### config.mk
export PLATFORM = sky130hd
export DESIGN_NAME = i2cmon_top
export DESIGN_NICKNAME = d
export VERILOG_FILES = /design/src/rtl/i2cmon_pkg.sv /design/src/rtl/i2cmon_sync.sv /design/src/rtl/i2cmon_cond_detect.sv /design/src/rtl/i2cmon_flags.sv /design/src/rtl/i2cmon_top.sv
export SDC_FILE = /design/constraint.sdc
export NUM_CORES = 1
export LEC_CHECK = 0
export BUFFER_PORTS_ARGS = -buffer_cell sky130_fd_sc_hd__buf_2
export CAP_MARGIN = 0
export CORE_AREA = 8 8 45 47
export CTS_CLUSTER_DIAMETER = 120
export DETAILED_ROUTE_END_ITERATION = 10
export DIE_AREA = 0 0 53 55
export GPL_TIMING_DRIVEN = 0
export RECOVER_POWER = 50
export SETUP_SLACK_MARGIN = 0.3
export SKIP_CTS_REPAIR_TIMING = 1
export SLEW_MARGIN = 20
export SYNTH_ARGS = -nofsm -noshare
export SYNTH_HDL_FRONTEND = slang
export SYNTH_HIERARCHICAL = 1
export SYNTH_SLANG_ARGS = --single-unit
### constraint.sdc
create_clock -name clk -period 1.03 [get_ports clk]
set_input_delay 0.0515 -clock clk [delete_from_list [all_inputs] [get_ports clk]]
set_output_delay 0.0515 -clock clk [all_outputs]
set_load 0.01 [all_outputs]
### src/rtl/i2cmon_pkg.sv
package i2cmon_pkg;

    typedef struct packed {
        logic sda;
        logic scl;
    } line_t;

    localparam line_t LINE_IDLE = '{sda: 1'b1, scl: 1'b1};

    typedef struct packed {
        logic start_seen;
        logic stop_seen;
        logic irq;
    } flag_t;

endpackage

### src/rtl/i2cmon_sync.sv
module i2cmon_sync #(
    parameter int STAGES = 2,
    parameter int WIDTH  = 2,
    parameter logic [WIDTH-1:0] RESET_VAL = '1
) (
    input  logic             clk,
    input  logic             rst_n,
    input  logic [WIDTH-1:0] din,
    output logic [WIDTH-1:0] dout
);
    localparam int LAST = STAGES - 1;

    typedef struct packed {
        logic [STAGES-1:0][WIDTH-1:0] chain;
    } sync_t;

    sync_t st_d, st_q;

    always_comb begin
        st_d = st_q;
        st_d.chain[0] = din;
        for (int i = 1; i < STAGES; i++) begin
            st_d.chain[i] = st_q.chain[i-1];
        end
    end

    always_ff @(posedge clk or negedge rst_n) begin
        if (!rst_n) begin
            st_q <= {STAGES{RESET_VAL}};
        end else begin
            st_q <= st_d;
        end
    end

    assign dout = st_q.chain[LAST];

endmodule

### src/rtl/i2cmon_cond_detect.sv
module i2cmon_cond_detect
    import i2cmon_pkg::*;
(
    input  logic  clk,
    input  logic  rst_n,
    input  line_t cur,
    output logic  start_det,
    output logic  stop_det
);
    typedef struct packed {
        line_t prev;
    } det_t;

    det_t dt_d, dt_q;
    logic scl_held;

    always_comb begin
        dt_d      = dt_q;
        dt_d.prev = cur;
        scl_held  = dt_q.prev.scl & cur.scl;
        start_det = scl_held &  dt_q.prev.sda & ~cur.sda;
        stop_det  = scl_held & ~dt_q.prev.sda &  cur.sda;
    end

    always_ff @(posedge clk or negedge rst_n) begin
        if (!rst_n) begin
            dt_q.prev <= LINE_IDLE;
        end else begin
            dt_q <= dt_d;
        end
    end

    // no condition can come out of a sample pair where SCL is low
    a_r4_scl_gates: assert property (@(posedge clk) disable iff (!rst_n)
        (start_det || stop_det) |-> (cur.scl && $past(cur.scl)));

endmodule

### src/rtl/i2cmon_flags.sv
module i2cmon_flags
    import i2cmon_pkg::*;
(
    input  logic clk,
    input  logic rst_n,
    input  logic enable,
    input  logic irq_en,
    input  logic start_det,
    input  logic stop_det,
    output logic start_seen,
    output logic stop_seen,
    output logic bus_free,
    output logic irq
);
    flag_t fl_d, fl_q;
    logic  free_now;

    always_comb begin
        fl_d     = fl_q;
        free_now = fl_q.stop_seen | (~fl_q.start_seen & ~fl_q.stop_seen);
        fl_d.irq = 1'b0;
        if (!enable) begin
            fl_d.start_seen = 1'b0;
            fl_d.stop_seen  = 1'b0;
        end else if (start_det) begin
            fl_d.start_seen = 1'b1;
            fl_d.stop_seen  = 1'b0;
        end else if (stop_det) begin
            fl_d.start_seen = 1'b0;
            fl_d.stop_seen  = 1'b1;
            fl_d.irq        = irq_en & ~free_now;
        end
    end

    always_ff @(posedge clk or negedge rst_n) begin
        if (!rst_n) begin
            fl_q <= '0;
        end else begin
            fl_q <= fl_d;
        end
    end

    assign start_seen = fl_q.start_seen;
    assign stop_seen  = fl_q.stop_seen;
    assign bus_free   = free_now;
    assign irq        = fl_q.irq;

    a_r3_flags_exclusive: assert property (@(posedge clk) disable iff (!rst_n)
        $onehot0({fl_q.start_seen, fl_q.stop_seen}));

    a_r2_start_lands: assert property (@(posedge clk) disable iff (!rst_n)
        (enable && start_det) |=> (start_seen && !stop_seen && !bus_free));

    a_r3_stop_lands: assert property (@(posedge clk) disable iff (!rst_n)
        (enable && stop_det) |=> (stop_seen && !start_seen && bus_free));

    a_r7_disable_clears: assert property (@(posedge clk) disable iff (!rst_n)
        !enable |=> (!start_seen && !stop_seen && !irq));

    a_r8_single_pulse: assert property (@(posedge clk) disable iff (!rst_n)
        irq |=> !irq);

    a_r9_irq_cause: assert property (@(posedge clk) disable iff (!rst_n)
        irq |-> ($past(irq_en) && $past(start_seen) && stop_seen));

endmodule

### src/rtl/i2cmon_top.sv
module i2cmon_top
    import i2cmon_pkg::*;
#(
    parameter int SYNC_STAGES = 2
) (
    input  logic clk,
    input  logic rst_n,
    input  logic sda_i,
    input  logic scl_i,
    input  logic enable_i,
    input  logic irq_en_i,
    output logic start_seen_o,
    output logic stop_seen_o,
    output logic bus_free_o,
    output logic irq_o
);
    localparam int LINE_W = $bits(line_t);

    line_t raw_line, sync_line;
    logic  start_det, stop_det;

    assign raw_line = '{sda: sda_i, scl: scl_i};

    i2cmon_sync #(
        .STAGES   (SYNC_STAGES),
        .WIDTH    (LINE_W),
        .RESET_VAL(LINE_IDLE)
    ) u_sync (
        .clk  (clk),
        .rst_n(rst_n),
        .din  (raw_line),
        .dout (sync_line)
    );

    i2cmon_cond_detect u_det (
        .clk      (clk),
        .rst_n    (rst_n),
        .cur      (sync_line),
        .start_det(start_det),
        .stop_det (stop_det)
    );

    i2cmon_flags u_flags (
        .clk       (clk),
        .rst_n     (rst_n),
        .enable    (enable_i),
        .irq_en    (irq_en_i),
        .start_det (start_det),
        .stop_det  (stop_det),
        .start_seen(start_seen_o),
        .stop_seen (stop_seen_o),
        .bus_free  (bus_free_o),
        .irq       (irq_o)
    );

    // a second START never frees the bus or raises the interrupt
    a_r6_restart_busy: assert property (@(posedge clk) disable iff (!rst_n)
        (enable_i && start_det && start_seen_o) |=> (!bus_free_o && !irq_o));

endmodule

## After elaboration in Yosys (flattened, before gate mapping)

Index checks and enable logic that the tools add are counted.

| cells by class | value |
|---|---|
| shift-type cells | 0 |
| order comparisons | 0 |
| multipliers | 0 |
| equal/unequal tests | 1 |
| div/mod/pow operators | 0 |
| muxes and demuxes | 5 |
| bitwise operators | 13 |
| reduce and logical (&&, ||, !) cells | 0 |
| add/subtract/negate cells | 0 |

Operators by type and width:

| cell | count |
|---|---|
| 1-bit AND | 7 |
| 1-bit NOT | 5 |
| 2-bit two-way mux | 2 |
| 3-bit two-way mux | 1 |
| 3-bit by 1-bit inequality test with 1-bit output (second input constant) | 1 |
| 1-bit two-way mux | 2 |
| 1-bit OR | 1 |

| storage, ports and cells | value |
|---|---|
| bits in writable memories | 0 |
| memories | 0 |
| output and inout port bits | 4 |
| input port bits | 6 |
| bits in latches | 0 |
| memory bits (read-only) | 0 |
| flip-flop bits (word level) | 9 |
| word-level logic and storage cells | 26 |

## Logic depth before layout (Yosys ltp)

Gate-level depths: netlist of the first run.

| logic depth | value |
|---|---|
| word-level depth | 8 |
| depth in mapped cells | 3 |
| gate-level depth less buffers | 3 |

## By module

The synthesis of the first run kept the hierarchy.

Modules (own cells, without submodules):

| module | times used | seq. area each (µm²) | cells each | area each (µm²) |
|---|---|---|---|---|
| i2cmon_flags | 1 | 75.1 | 11 | 125.1 |
| i2cmon_sync | 1 | 105.1 | 4 | 105.1 |
| i2cmon_cond_detect | 1 | 52.6 | 4 | 72.6 |

## Worst setup path before layout of the first run

No wires, ideal clock.

| timing | value |
|---|---|
| kind | register to register |
| start point | register u_sync.st_q (netlist bit u_sync/dout[1]) |
| end point | register u_flags.fl_q (netlist bit u_flags/start_seen) |
| slack | -0.021 ns |
| data arrival time | 0.932 ns |
| setup time | 0.119 ns |
| data required time | 0.911 ns |
| path buffers | 0 |
| period minus slack after synthesis | 1.051 ns |
| stages on the path, launching flop included | 4 |
| cells stage by stage | dfstp_2 > and4b_1 > nor2b_1 > o21a_1 |

| on the way | value |
|---|---|
| elaborated cells on any way between the ends | 6 |
| classes of those cells | 1 x eq/ne; 2 x mux; 3 x bitwise |

RTL lines:

| what | RTL line | source |
|---|---|---|
| start, declared | i2cmon_sync.sv:17 | `sync_t st_d, st_q;` |
| start signal, assigned | i2cmon_sync.sv:29 | `st_q <= {STAGES{RESET_VAL}};` |
| start signal, assigned | i2cmon_sync.sv:31 | `st_q <= st_d;` |
| 1-bit AND | i2cmon_cond_detect.sv:22 | `stop_det = scl_held & ~dt_q.prev.sda & cur.sda;` |
| net stop_det | i2cmon_top.sv:20 | `logic start_det, stop_det;` |
| 3-bit by 1-bit inequality test with 1-bit output (no line) | - |  |
| end signal, assigned | i2cmon_flags.sv:39 | `fl_q <= fl_d;` |
| end, declared | i2cmon_flags.sv:15 | `flag_t fl_d, fl_q;` |

The timed path passes the listed nets, and every way through them passes these cells.
A chain may end at the register's enable or synchronous reset.

## Worst setup path in the final report of the first run

Same ends and word-level chain as after synthesis.

==> summary.md, run 1 <==
| Metric | Value |
|---|---|
| Status | finished with violations |
| Failing checks | setup timing |
| GPL Wtd Cong | 0.712 |
| Hpwl dp | 382 µm |
| Startpoint types | flip-flop |
| Vias in the first global route | 210 |
| Fraction of layout cells with a size suffix above 1 | 63.9% |
| Min-Delay Path Class | primary input to flip-flop |
| Setup TNS | -0.153 ns |
| Syn_area_per_cell | 15.9 µm² |
| Via count | 207 |
| Peak supply drop | 0.697 mV |
| Critical path type | flip-flop to flip-flop |
| Final Skew | 0.00404 ns |
| Mapped Area | 303 µm² |
| Num CTS Buffers | 3 |
| CP required | 1.18 ns |
| Skew-Pair Late Insertion Delay | 0.26 ns |
| Seq/Total Area, Yosys | 76.9% |
| Final setup vio count | 3 |
| # DRC | 0 |
| # nets final | 43 |
| Hold_sp | irq_en_i |
| DR vias/cell | 3.98 |
| YS warnings | 6 |
| DRT antenna net count | 0 |
| CTS H-Tree Depth | 1 |
| Yosys reg bits | 9 |
| Fin crit period | 1.11 ns |
| Relative slew slack | 67.3% |
| R2R Setup Slk | -0.08 ns |
| Slowest cell on crit path | dfstp_2 |
| Area contributors post-synth | dfstp_2 52%, dfrtp_1 25%, and4b_1 6.6%, nor3_2 3.3%, nand2b_2 2.9% |
| CTS Buffer Depth | 2 |
| Setup slack after layout | -0.0823 ns |
| Clk root buf | clkbuf_4 |
| Count leader, synth | dfstp_2 |
| Leakage | 0.207 nW |
| Pins Over Slew Limit | 0 |
| Die height | 55 µm |
| Min-Delay Path Depth | 3 |
| Largest net degree at the start of global routing | 10 |
| Worst Max-Slew Pin Slew | 0.490 ns |
| CTS sink count | 9 |
| Top-area cell type share of the netlist area | 52.1% |
| Post-synth top cells | 6 x dfstp_2, 3 x dfrtp_1, 2 x and4b_1, 2 x nor2_1 |
| Total wire length | 581 µm |
| Async SR Flop Fraction | 100% |
| WL/cell | 11.2 µm |
| Inserted Diodes | 0 |
| Primary FF master, synth | dfstp_2 |
| Min Hold Slack | 0.0275 ns |
| Cells on worst reg2reg path | 3 |
| Worst Setup End Kind | flip-flop |
| Synth cell types | 10 |
| Synth area leader | dfstp_2 |
| Worst Path Arrival | 1.26 ns |
| CTS tree | done |
| Syn Nets | 25 |
| I/O pin cnt | 10 |
| CP Cell Sequence | and4b_1, nor2b_1, o21a_1 |
| Initial DRC count | 0 |
| Final hold violations | 0 |
| Fmax | 899 MHz |
| First-pass GRT wire length | 924 µm |
| Global Route Usage Sum | 4.52% |
| Initial antenna violation count | 0 |
| Setup crit start | u_sync/dout[1] |
| Clk slew on worst S/H paths | 0.06 ns |
| Reg-to-Reg Start | u_sync/dout[1] |
| Die W | 53 µm |
| Setup WS pre-CTS | -0.0802 ns |
| Fin crit share | 108% |
| Row count | 14 |
| RSZ-0062 raised after global routing | true |
| Max Cap Viol | 0 |
| Core area | 1380 µm² |
| Power density cells | 1550 nW/µm² |
| Layout area overhead | 49.6% |
| Hold EP | u_flags/irq |
| First-pass DRT Iterations | 1 |
| Post-synth EDFFs | 0 |
| Worst Path Max Fanout | 3 |
| Port Buffer Count | 9 |
| Reg2Reg Capture Point | u_flags/start_seen |
| Initial Util | 21.9% |
| Cells after Synth | 19 |
| Grt total ovfl | 0 |
| CP max stage delay | 0.53 ns |
| Die area | 2920 µm² |
## worst max path at each step
stage | to | slack (ns) | cells after the start
floorplan | u_flags/start_seen | -0.02 | 3
global placement | u_flags/start_seen | -0.08 | 3
detailed placement | u_flags/start_seen | -0.08 | 3
CTS | u_flags/start_seen | -0.1 | 3
global route | u_flags/start_seen | -0.14 | 3
finish | u_flags/start_seen | -0.08 | 3
## cell usage in the layout, fill, tap and decap left out
cell           count
buf_2              7
dfstp_2            6
clkbuf_4           3
dlygate4sd3_1      3
dfrtp_1            3
and4b_1            2
nand2b_4           2
clkinv_2           1
clkbuf_1           1
buf_6              1
nand2_1            1
nor3_2             1
nor2_1             1
nor2_2             1
nor2b_1            1
o21a_1             1
buf_4              1
## logic make-up (layout without fill, tap and decap cells)
family	after synthesis	count (layout)	synth area share [%]
AND/OR/NAND/NOR	9	9	20.7
flip-flops	9	9	76.9
buffers and inverters	0	17	0
AO/OA/AOI/OAI	1	1	2.48
## per-layer routing
layer | GRT usage, % | share of wire [%] | up-vias
li1 | - | - | 99
met1 | 3.89 | 40 | 98
met2 | 7.23 | 46 | 10
met3 | 4.55 | 13 | 0
met4 | 1.29 | 0 | 0
met5 | 0 | 0 | -
## cell type report
type                    instances  area [µm²]
well taps                      16        20.0
flip-flops and latches          9         233
multi-input cells              10        85.1
clock buffers                   3        22.5
repair buffers                 13        87.6
fillers                       144         931
clock inverters                 1        5.00
## state kept, by name, summed over array words and instances (netlist names)
signal and cells:
u_det/dt_q 2, u_flags/start_seen 1, u_flags/irq 1, u_flags/stop_seen 1, u_sync/st_d 2, u_sync/dout 2
## critical path, delay by kind of cell (launching register included)
family	cells	cell delay [ns]
simple gates	2	0.31
compound gates	1	0.16
flops	1	0.53
## through the flow
step	cells	area, µm²	total power [mW]	utilization [%]
floorplan	19	310	0.404	-
global placement	44	375	0.427	27.1
detailed placement	44	375	0.428	27.1
global route	52	453	0.746	32.7
CTS	48	403	0.707	29.1
finish	52	453	0.701	32.7
## where the power goes
part / internal [mW] / switching [mW] / total, mW / leakage [nW]
Clock: 0.143 / 0.121 / 0.264 / 0.0177
Combinational: 0.0287 / 0.0230 / 0.0517 / 0.0845
Sequential: 0.378 / 0.00713 / 0.385 / 0.105
Total: 0.549 / 0.151 / 0.701 / 0.207
No activity file was read; power rests on OpenSTA's default activity.
==> run 2: changes to the inputs <==
==> constraint.sdc (replaced) <==
create_clock -name clk -period 1.4 [get_ports clk]
set_input_delay 0.07 -clock clk [delete_from_list [all_inputs] [get_ports clk]]
set_output_delay 0.07 -clock clk [all_outputs]
set_load 0.01 [all_outputs]
==> run 2 against run 1 <==
  * The flow now finishes without violations
  * Clock power decreased by 27%
  * Clock-buffer cell count increased by 1
  * Sequential cell count unchanged
  * Clock skew increased by 0.0013 ns
  * Wire length decreased by 6.5%
  * Final cell count decreased by 1.9%
  * Setup slack improved by 0.37 ns
  * Power decreased by 27%
  * Register-to-register slack improved by 0.37 ns
  * Fmax about the same
==> summary.md, run 2 (synthesis gave the netlist of run 1 again) <==
| Metric | Value |
|---|---|
| Setup crit start | u_sync/dout[0] |
| CP required | 1.55 ns |
| Reg-to-Reg Start | u_sync/dout[0] |
| Num CTS Buffers | 3 |
| GPL Wtd Cong | 0.701 |
| Setup slack after layout | 0.287 ns |
| Final Skew | 0.00531 ns |
| Die area | 2920 µm² |
| Min-Delay Path Class | primary input to flip-flop |
| Commonest non-fill, non-tap cells in the layout | 8 x buf_2, 6 x dfstp_2, 3 x clkbuf_4, 3 x dlygate4sd3_1, 3 x dfrtp_1 |
| Initial antenna violation count | 0 |
| Die W | 53 µm |
| Initial Util | 21.9% |
| Port Buffer Count | 9 |
| Filler cells | 143 |
| Core area | 1380 µm² |
| Skew-Pair Late Insertion Delay | 0.25 ns |
| CTS Buffer Depth | 2 |
| Clk root buf | clkbuf_4 |
| Hold_sp | irq_en_i |
| CTS sink count | 9 |
| Layout area overhead | 43.0% |
| First-pass DRT Iterations | 2 |
| Worst Path Max Fanout | 3 |
| Status | finished, final reports clean |
| Global Route Usage Sum | 4.19% |
| Worst Max-Slew Pin Slew | 0.453 ns |
| Die height | 55 µm |
| Power density cells | 1180 nW/µm² |
| Grt total ovfl | 0 |
| Setup TNS | 0 ns |
| Startpoint types | flip-flop |
| Final setup vio count | 0 |
| Total wire length | 543 µm |
| I/O pin cnt | 10 |
| DRT antenna net count | 0 |
| Setup WS pre-CTS | 0.283 ns |
| # DRC | 0 |
| CTS H-Tree Depth | 1 |
| Fraction of layout cells with a size suffix above 1 | 60.0% |
| Leakage | 0.196 nW |
| RSZ-0062 raised after global routing | true |
| Clk slew on worst S/H paths | 0.06 ns |
| Fin crit period | 1.11 ns |
| # nets final | 42 |
| R2R Setup Slk | 0.29 ns |
| Critical path type | flip-flop to flip-flop |
| WL/cell | 10.6 µm |
| Worst Path Arrival | 1.26 ns |
| Initial DRC count | 4 |
| Vias in the first global route | 212 |
| Via count | 214 |
| Pins Over Slew Limit | 0 |
| Most common cell after layout, fill and taps aside | buf_2 |
| DR vias/cell | 4.20 |
| Fmax | 899 MHz |
| Final hold violations | 0 |
| Worst Setup End Kind | flip-flop |
| Max Cap Viol | 0 |
| Relative slew slack | 69.8% |
| Largest net degree at the start of global routing | 10 |
| First-pass GRT wire length | 828 µm |
| Peak supply drop | 0.802 mV |
| CTS tree | done |
| Fin crit share | 79.5% |
| Row count | 14 |
| Inserted Diodes | 0 |
==> run 2: layout make-up <==
type | instances | area, µm² | area share (%)
clock buffer | 4 | 26.3 | 6.07
multi-input combinational | 10 | 80.1 | 18.5
sequential | 9 | 233 | 53.8
tap | 16 | 20.0 | 4.62
timing repair buffer | 12 | 73.8 | 17.1
==> run 2: metal layers <==
layer,vias up,track usage [%],part of all wire [%]
met4,0,2.59,0
met1,103,3.88,38
met3,0,4.28,21
met2,14,5.66,40
met5,-,0,0
li1,97,-,-
==> run 2: final timing paths <==
check | endpoint | cells after the start
worst min register to register | u_sync/dout[1] | 0
min in group asynchronous | u_flags/stop_seen | 2
max in group asynchronous | u_sync/dout[0] | 2
worst min-delay path | u_flags/irq | 3
worst max register to register | u_flags/start_seen | 3
worst max-delay path | u_flags/start_seen | 3
==> run 2: through the flow <==
step | instances | power, mW | hold WS (ns) | cell area [µm²] | utilization, %
finish | 51 | 0.509 | 0.0622 | 433 | 31.3
global route | 51 | 0.541 | 0.0594 | 433 | 31.3
CTS | 48 | 0.511 | -0.354 | 394 | 28.5
detailed placement | 44 | 0.313 | -0.0735 | 368 | 26.6
global placement | 44 | 0.311 | -0.0760 | 368 | 26.6
floorplan | 19 | 0.295 | -0.226 | 303 | -
==> run 2: worst max-delay path, cell delays in order (launching register included) <==
cell     delay (ns)
dfstp_2        0.54
and4b_1        0.25
nor2b_1        0.06
o21a_1         0.16
==> run 2: where the power goes <==
group | switching [mW] | internal [mW]
Clock | 0.0826 | 0.109
Combinational | 0.0155 | 0.0181
Sequential | 0.00544 | 0.278
